==> src/rtl/blc_pkg.sv <==
package blc_pkg;
  typedef enum logic [1:0] {
    SEQ_IDLE   = 2'd0,
    SEQ_FIRST  = 2'd1,
    SEQ_SECOND = 2'd2
  } seq_state_e;

  // 1 = 16-bit bus for this access
  function automatic logic decode_wide(input logic cfg_a, input logic cfg_b,
                                       input logic pin);
    logic r;
    case ({cfg_a, cfg_b})
      2'b10:   r = 1'b1;
      2'b11:   r = pin;
      default: r = 1'b0;
    endcase
    return r;
  endfunction
endpackage

==> src/rtl/blc_rst_sync.sv <==
module blc_rst_sync #(
  parameter int STAGES = 2
) (
  input  logic clk,
  input  logic rst_n,
  output logic rst_n_sync
);
  logic [STAGES-1:0] chain_q;

  generate
    for (genvar i = 0; i < STAGES; i++) begin : g_stage
      always_ff @(posedge clk or negedge rst_n) begin
        if (!rst_n) chain_q[i] <= 1'b0;
        else if (i == 0) chain_q[i] <= 1'b1;
        else chain_q[i] <= chain_q[(i == 0) ? 0 : i-1];
      end
    end
  endgenerate

  assign rst_n_sync = chain_q[STAGES-1];
endmodule

==> src/rtl/blc_width_sel.sv <==
module blc_width_sel (
  input  logic cfg_wid_a,
  input  logic cfg_wid_b,
  input  logic bus_wide_in,
  output logic wide_now
);
  import blc_pkg::*;

  always_comb begin
    wide_now = decode_wide(cfg_wid_a, cfg_wid_b, bus_wide_in);
  end
endmodule

==> src/rtl/blc_seq.sv <==
module blc_seq #(
  parameter int AW = 16,
  parameter int BW = 8,
  localparam int DW = 2*BW
) (
  input  logic          clk,
  input  logic          rst_n,
  input  logic          req_valid,
  input  logic [AW-1:0] req_addr,
  input  logic          req_word,
  input  logic          req_write,
  input  logic [DW-1:0] req_wdata,
  input  logic          wide_now,
  input  logic [DW-1:0] bus_din,
  output logic          req_ready,
  output logic          cyc_active,
  output logic          cyc_second,
  output logic [AW-1:0] q_addr,
  output logic          q_word,
  output logic          q_write,
  output logic [DW-1:0] q_wdata,
  output logic          q_wide,
  output logic [DW-1:0] rsp_rdata,
  output logic          rsp_done
);
  import blc_pkg::*;

  seq_state_e st_q, st_d;
  logic          cap_en, lo_en, done_d;
  logic [BW-1:0] lo_q;
  logic [DW-1:0] rdata_d;
  logic [BW-1:0] lane_lo, lane_hi;

  assign lane_lo = bus_din[BW-1:0];
  assign lane_hi = bus_din[DW-1:BW];

  // next-state
  always_comb begin
    st_d    = st_q;
    cap_en  = 1'b0;
    lo_en   = 1'b0;
    done_d  = 1'b0;
    rdata_d = rsp_rdata;
    case (st_q)
      SEQ_IDLE: begin
        if (req_valid) begin
          st_d   = SEQ_FIRST;
          cap_en = 1'b1;
        end
      end
      SEQ_FIRST: begin
        if (q_word && !q_wide) begin
          st_d  = SEQ_SECOND;
          lo_en = 1'b1;
        end else begin
          st_d   = SEQ_IDLE;
          done_d = 1'b1;
          if (q_wide && q_word)        rdata_d = bus_din;
          else if (q_wide && q_addr[0]) rdata_d = {{BW{1'b0}}, lane_hi};
          else                          rdata_d = {{BW{1'b0}}, lane_lo};
        end
      end
      SEQ_SECOND: begin
        st_d    = SEQ_IDLE;
        done_d  = 1'b1;
        rdata_d = {lane_lo, lo_q};
      end
      default: st_d = SEQ_IDLE;
    endcase
  end

  // control registers
  always_ff @(posedge clk or negedge rst_n) begin
    if (!rst_n) begin
      st_q     <= SEQ_IDLE;
      rsp_done <= 1'b0;
    end else begin
      st_q     <= st_d;
      rsp_done <= done_d;
    end
  end

  // data registers with explicit enables
  always_ff @(posedge clk) begin
    if (cap_en) begin
      q_addr  <= req_addr;
      q_word  <= req_word;
      q_write <= req_write;
      q_wdata <= req_wdata;
      q_wide  <= wide_now;
    end
    if (lo_en)  lo_q      <= lane_lo;
    if (done_d) rsp_rdata <= rdata_d;
  end

  assign req_ready  = (st_q == SEQ_IDLE);
  assign cyc_active = (st_q != SEQ_IDLE);
  assign cyc_second = (st_q == SEQ_SECOND);
endmodule

==> src/rtl/blc_lane_drv.sv <==
module blc_lane_drv #(
  parameter int AW = 16,
  parameter int BW = 8,
  localparam int DW = 2*BW
) (
  input  logic          cyc_active,
  input  logic          cyc_second,
  input  logic [AW-1:0] q_addr,
  input  logic          q_word,
  input  logic          q_write,
  input  logic [DW-1:0] q_wdata,
  input  logic          q_wide,
  input  logic          strobe_mode,
  output logic [AW-1:0] bus_addr,
  output logic          bus_hi_n,
  output logic          bus_wr_n,
  output logic          bus_rd_n,
  output logic [DW-1:0] bus_dout
);
  logic          hi_touch, lo_touch, a0;
  logic [BW-1:0] byte_sel;

  always_comb begin
    hi_touch = q_word | q_addr[0];
    lo_touch = q_word | ~q_addr[0];
    a0       = q_word ? cyc_second : q_addr[0];
    bus_addr = {q_addr[AW-1:1], a0};
    bus_rd_n = ~(cyc_active & ~q_write);

    if (q_wide) begin
      if (strobe_mode) begin
        bus_hi_n = ~(cyc_active & hi_touch);
        bus_wr_n = ~(cyc_active & q_write);
      end else begin
        bus_hi_n = ~(cyc_active & q_write & hi_touch);
        bus_wr_n = ~(cyc_active & q_write & lo_touch);
      end
    end else begin
      bus_hi_n = 1'b1;
      bus_wr_n = ~(cyc_active & q_write);
    end

    byte_sel = (q_word && cyc_second) ? q_wdata[DW-1:BW] : q_wdata[BW-1:0];
    if (q_wide && q_word) bus_dout = q_wdata;
    else                  bus_dout = {byte_sel, byte_sel};
  end
endmodule

==> src/rtl/bus_lane_ctrl.sv <==
module bus_lane_ctrl #(
  parameter int AW = 16,
  parameter int BW = 8,
  parameter int SYNC_STAGES = 2,
  localparam int DW = 2*BW
) (
  input  logic          clk,
  input  logic          rst_n,
  input  logic          req_valid,
  output logic          req_ready,
  input  logic [AW-1:0] req_addr,
  input  logic          req_word,
  input  logic          req_write,
  input  logic [DW-1:0] req_wdata,
  output logic          rsp_done,
  output logic [DW-1:0] rsp_rdata,
  input  logic          cfg_strobe_mode,
  input  logic          cfg_wid_a,
  input  logic          cfg_wid_b,
  input  logic          bus_wide_in,
  output logic          bus_cyc,
  output logic [AW-1:0] bus_addr,
  output logic          bus_hi_n,
  output logic          bus_wr_n,
  output logic          bus_rd_n,
  output logic [DW-1:0] bus_dout,
  input  logic [DW-1:0] bus_din
);
  logic          rst_s;
  logic          wide_now;
  logic          cyc_second;
  logic [AW-1:0] q_addr;
  logic          q_word, q_write, q_wide;
  logic [DW-1:0] q_wdata;

  blc_rst_sync #(.STAGES(SYNC_STAGES)) u_rst (
    .clk(clk), .rst_n(rst_n), .rst_n_sync(rst_s)
  );

  blc_width_sel u_wsel (
    .cfg_wid_a(cfg_wid_a), .cfg_wid_b(cfg_wid_b),
    .bus_wide_in(bus_wide_in), .wide_now(wide_now)
  );

  blc_seq #(.AW(AW), .BW(BW)) u_seq (
    .clk(clk), .rst_n(rst_s),
    .req_valid(req_valid), .req_addr(req_addr), .req_word(req_word),
    .req_write(req_write), .req_wdata(req_wdata),
    .wide_now(wide_now), .bus_din(bus_din),
    .req_ready(req_ready), .cyc_active(bus_cyc), .cyc_second(cyc_second),
    .q_addr(q_addr), .q_word(q_word), .q_write(q_write),
    .q_wdata(q_wdata), .q_wide(q_wide),
    .rsp_rdata(rsp_rdata), .rsp_done(rsp_done)
  );

  blc_lane_drv #(.AW(AW), .BW(BW)) u_lane (
    .cyc_active(bus_cyc), .cyc_second(cyc_second),
    .q_addr(q_addr), .q_word(q_word), .q_write(q_write),
    .q_wdata(q_wdata), .q_wide(q_wide), .strobe_mode(cfg_strobe_mode),
    .bus_addr(bus_addr), .bus_hi_n(bus_hi_n), .bus_wr_n(bus_wr_n),
    .bus_rd_n(bus_rd_n), .bus_dout(bus_dout)
  );
endmodule

==> config.mk <==
export PLATFORM = sky130hd
export DESIGN_NAME = bus_lane_ctrl
export DESIGN_NICKNAME = d
export VERILOG_FILES = /design/src/rtl/blc_pkg.sv /design/src/rtl/blc_rst_sync.sv /design/src/rtl/blc_width_sel.sv /design/src/rtl/blc_seq.sv /design/src/rtl/blc_lane_drv.sv /design/src/rtl/bus_lane_ctrl.sv
export SDC_FILE = /design/constraint.sdc
export NUM_CORES = 1
export LEC_CHECK = 0
export BUFFER_PORTS_ARGS = -buffer_cell sky130_fd_sc_hd__buf_2
export CAP_MARGIN = 20
export CORE_ASPECT_RATIO = 1.2
export CORE_MARGIN = 3
export CORE_UTILIZATION = 52
export CTS_CLUSTER_SIZE = 40
export DETAILED_ROUTE_END_ITERATION = 12
export HOLD_SLACK_MARGIN = 0.12
export PLACE_DENSITY = 0.85
export SLEW_MARGIN = 20
export SYNTH_ARGS = -nofsm -noshare
export SYNTH_HDL_FRONTEND = slang
export SYNTH_SLANG_ARGS = --single-unit
==> constraint.sdc <==
create_clock -name clk -period 2.86 [get_ports clk]
set_clock_uncertainty 0.15 [all_clocks]
set_input_delay 0.572 -clock clk [delete_from_list [all_inputs] [get_ports clk]]
set_output_delay 0.572 -clock clk [all_outputs]
set_load 0.05 [all_outputs]
==> results.sh <==
export IMPL_status="complete, no violations"
export IMPL_p_int_mw=2.16
export IMPL_syn_area_um2=2740
export IMPL_finalSetupTns_ns=0
export IMPL_fin_crit_sh=0.934
export IMPL_num_rows=28
export IMPL_clockBufferDepth=2
export IMPL_antenna_found_initial=0
export IMPL_core_area_um2=5010
export IMPL_drt_iter0_drc=143
export IMPL_finalMaxSlewViolations=0
export IMPL_fin_area_um2=3450
export IMPL_dpl_instance_area_um2=3240
export IMPL_finalCriticalPeriod_ns=2.67
export IMPL_area_growth_pct=25.9
export IMPL_fin_nets=356
export IMPL_cts_setup_buffers=0
export IMPL_drive_above_1_share=0.503
export IMPL_syn_nets=251
export IMPL_vdd_drop_max_mv=0.549
export IMPL_die_w_um=72.2
export IMPL_crit_type="reg -> out"
export IMPL_clk_latency_ns=0.32
export IMPL_wirelength_um=5350
export IMPL_reg2reg_slack_ns=0.91
export IMPL_syn_area_per_cell_um2=14.4
export IMPL_required_ns=2.14
export IMPL_hp_class="reg -> reg"
export IMPL_p_leak_nw=1.46
export IMPL_synth_cell_type_count=26
export IMPL_drc=0
export IMPL_grt_setup_unrepaired="false"
export IMPL_hp_start="u_rst.chain_q[0]$_DFF_PN0_"
export IMPL_arrival_ns=1.95
export IMPL_cts_root_buf="clkbuf_8"
export IMPL_yosys_area_top_type_share=0.647
export IMPL_grt_pass1_wl_um=8670
export IMPL_antenna_left=0
export IMPL_cp_start_kind="flop"
export IMPL_swShare=0.443
export IMPL_gp_congestion=0.721
export IMPL_grt_max_degree=36
export IMPL_ys_ff_latch=64
export IMPL_finalSetupViolCount=0
export IMPL_grtUsageTotal=0.187
export IMPL_synth_edf_count=59
export IMPL_routed_via_density=5.11
export IMPL_dpl_hpwl_um=3860
export IMPL_num_io_pins=111
export IMPL_holdPathEnd="u_rst.rst_n_sync$_DFF_PN0_"
export IMPL_finalHoldViolCount=0
export IMPL_timing_fmax_mhz=374
export IMPL_vias=1839
export IMPL_path_max_fanout=8
export IMPL_grt_ovfl_total=0
export IMPL_rr_worst_depth=5
export IMPL_max_cap_viol_count=0
export IMPL_sequentialPowerShare=0.373
export IMPL_seq_area_frac_synth=0.693
export IMPL_synthFlopType="edfxtp_1"
export IMPL_worst_setup_path_end_kind="output pin"
export IMPL_cts_sinks=64
export IMPL_cts_tree="done"
export IMPL_synth_area_leader_cell="edfxtp_1"
export IMPL_die_area_um2=6180
export IMPL_ys_warn_count=0
export IMPL_ys_top_cells_by_area="edfxtp_1, mux2_2, buf_4"
export IMPL_grt_pass1_vias=1796
export IMPL_r2r_end="u_seq.rsp_rdata[1]$_DFFE_PP_"
export IMPL_fin_hold_ws_ns=0.203
export IMPL_yosysMostFrequentCell="edfxtp_1"
export IMPL_wl_per_cell_um=14.9
export IMPL_p_comb_frac=0.443
export IMPL_p_per_area_nw_per_um2=1130
export IMPL_clk_pin_slew_worst_paths_ns=0.06
export IMPL_htree_levels=3
export IMPL_n_antenna_cell=0
export IMPL_ys_top_cells_by_count="edfxtp_1, mux2_2, a21oi_1, buf_4, nand2_1"
export IMPL_netlist_instances=190
export IMPL_min_path_cells=0
export IMPL_initial_utilization=0.546
export IMPL_dieHeight_um=85.5
export IMPL_clkPwrFrac=0.185
export IMPL_port_buffer_count=110
export IMPL_drtPass1Iterations=4
export IMPL_r2r_start="u_seq.q_wide$_DFFE_PP_"
export IMPL_postSynth_asyncResetShare=0.0781
export IMPL_p_sw_mw=1.72
export IMPL_cts_buffers=9
## per-layer routing
metal  vias to the layer above  global-route usage  share of wire
li1                        878                   -              -
met1                       862               0.222           0.37
met2                        95               0.308           0.52
met3                         4              0.0687          0.095
met4                         0              0.0718         0.0090
met5                         -                   0              0
## layout by cell type (no fill, tap or decap), types with 4 or more instances in the layout
cell / instances
nand3_1: 8
dfrtp_1: 5
nor2_1: 4
edfxtp_1: 59
o21ai_0: 9
mux2_2: 19
buf_2: 110
nor2b_1: 10
buf_4: 5
a21oi_1: 17
ha_1: 4
nand2_1: 16
inv_1: 4
clkbuf_8: 9
## per-stage QoR
| step | worst slack, ns | cells | utilization | power (mW) |
|---|---|---|---|---|
| 6_report | 0.188 | 360 | 0.688 | 3.88 |
| 5_1_grt | 0.0771 | 360 | 0.688 | 4.06 |
| 4_1_cts | 0.0309 | 360 | 0.687 | 3.91 |
| 3_5_place_dp | 0.401 | 342 | 0.647 | 3.19 |
| 3_3_place_gp | 0.457 | 342 | 0.647 | 3.15 |
| 2_1_floorplan | 0.260 | 190 | - | 2.86 |
## worst max-delay path by stage
stage                                   start           end  slack (ns)  depth (start not counted)
finish              u_seq.st_q[0]$_DFFE_PN0P_   bus_dout[8]        0.19                          5
global route        u_seq.st_q[0]$_DFFE_PN0P_  bus_dout[15]        0.08                          5
CTS                 u_seq.st_q[0]$_DFFE_PN0P_  bus_dout[15]        0.03                          5
detailed placement  u_seq.st_q[0]$_DFFE_PN0P_  bus_dout[15]        0.40                          5
global placement    u_seq.st_q[0]$_DFFE_PN0P_  bus_dout[14]        0.46                          5
floorplan              u_seq.q_wide$_DFFE_PP_      bus_wr_n        0.26                          3
## what timing repair did
item / CTS / global route
gates resized for setup: 0 / 1
setup endpoints to repair: 0 / 8
hold buffers: 2 / 0
endpoints found under the hold margin: 5 / 0
## power groups by stage
stage / combinational [mW] / clock, mW / sequential (mW)
6_report: 1.72 / 0.716 / 1.45
5_1_grt: 1.82 / 0.777 / 1.47
4_1_cts: 1.73 / 0.731 / 1.45
3_5_place_dp: 1.72 / 0 / 1.46
3_3_place_gp: 1.70 / 0 / 1.45
2_1_floorplan: 0.969 / 0 / 1.89
## final cells by class
class | instances | area [um2]
Timing Repair Buffer | 117 | 608
Clock inverter | 5 | 47.5
Tap cell | 60 | 75.1
Inverter | 4 | 15.0
Clock buffer | 11 | 131
Multi-Input combinational cell | 99 | 673
Sequential cell | 64 | 1900
Fill cell | 368 | 1560
## kinds of logic after synthesis
| logic type | count (synthesis) | share of synthesized area |
|---|---|---|
| fa+ha+maj | 4 | 0.0183 |
| simple gates | 45 | 0.0864 |
| mux | 19 | 0.0782 |
| other cells | 1 | 0.00137 |
| flops | 64 | 0.693 |
| buf+inv | 27 | 0.0640 |
| compound gates | 30 | 0.0590 |
## sequential cells by signal (all words and copies together) (netlist names)
name and flops:
u_seq.q_addr 16, u_seq.q_wdata 16, u_seq.rsp_rdata 16, u_seq.lo_q 8, u_seq.st_q 2, u_rst.chain_q 1
u_rst.rst_n_sync 1, u_seq.q_wide 1, u_seq.q_word 1, u_seq.q_write 1, u_seq.rsp_done 1
## critical path: stages (launching register included)
cell     delay (ns)
dfrtp_1        0.36
inv_1          0.08
ha_1           0.26
o21ai_4        0.33
mux2_2         0.38
buf_2          0.21
Note: power is estimated with default switching activity, not from simulation.
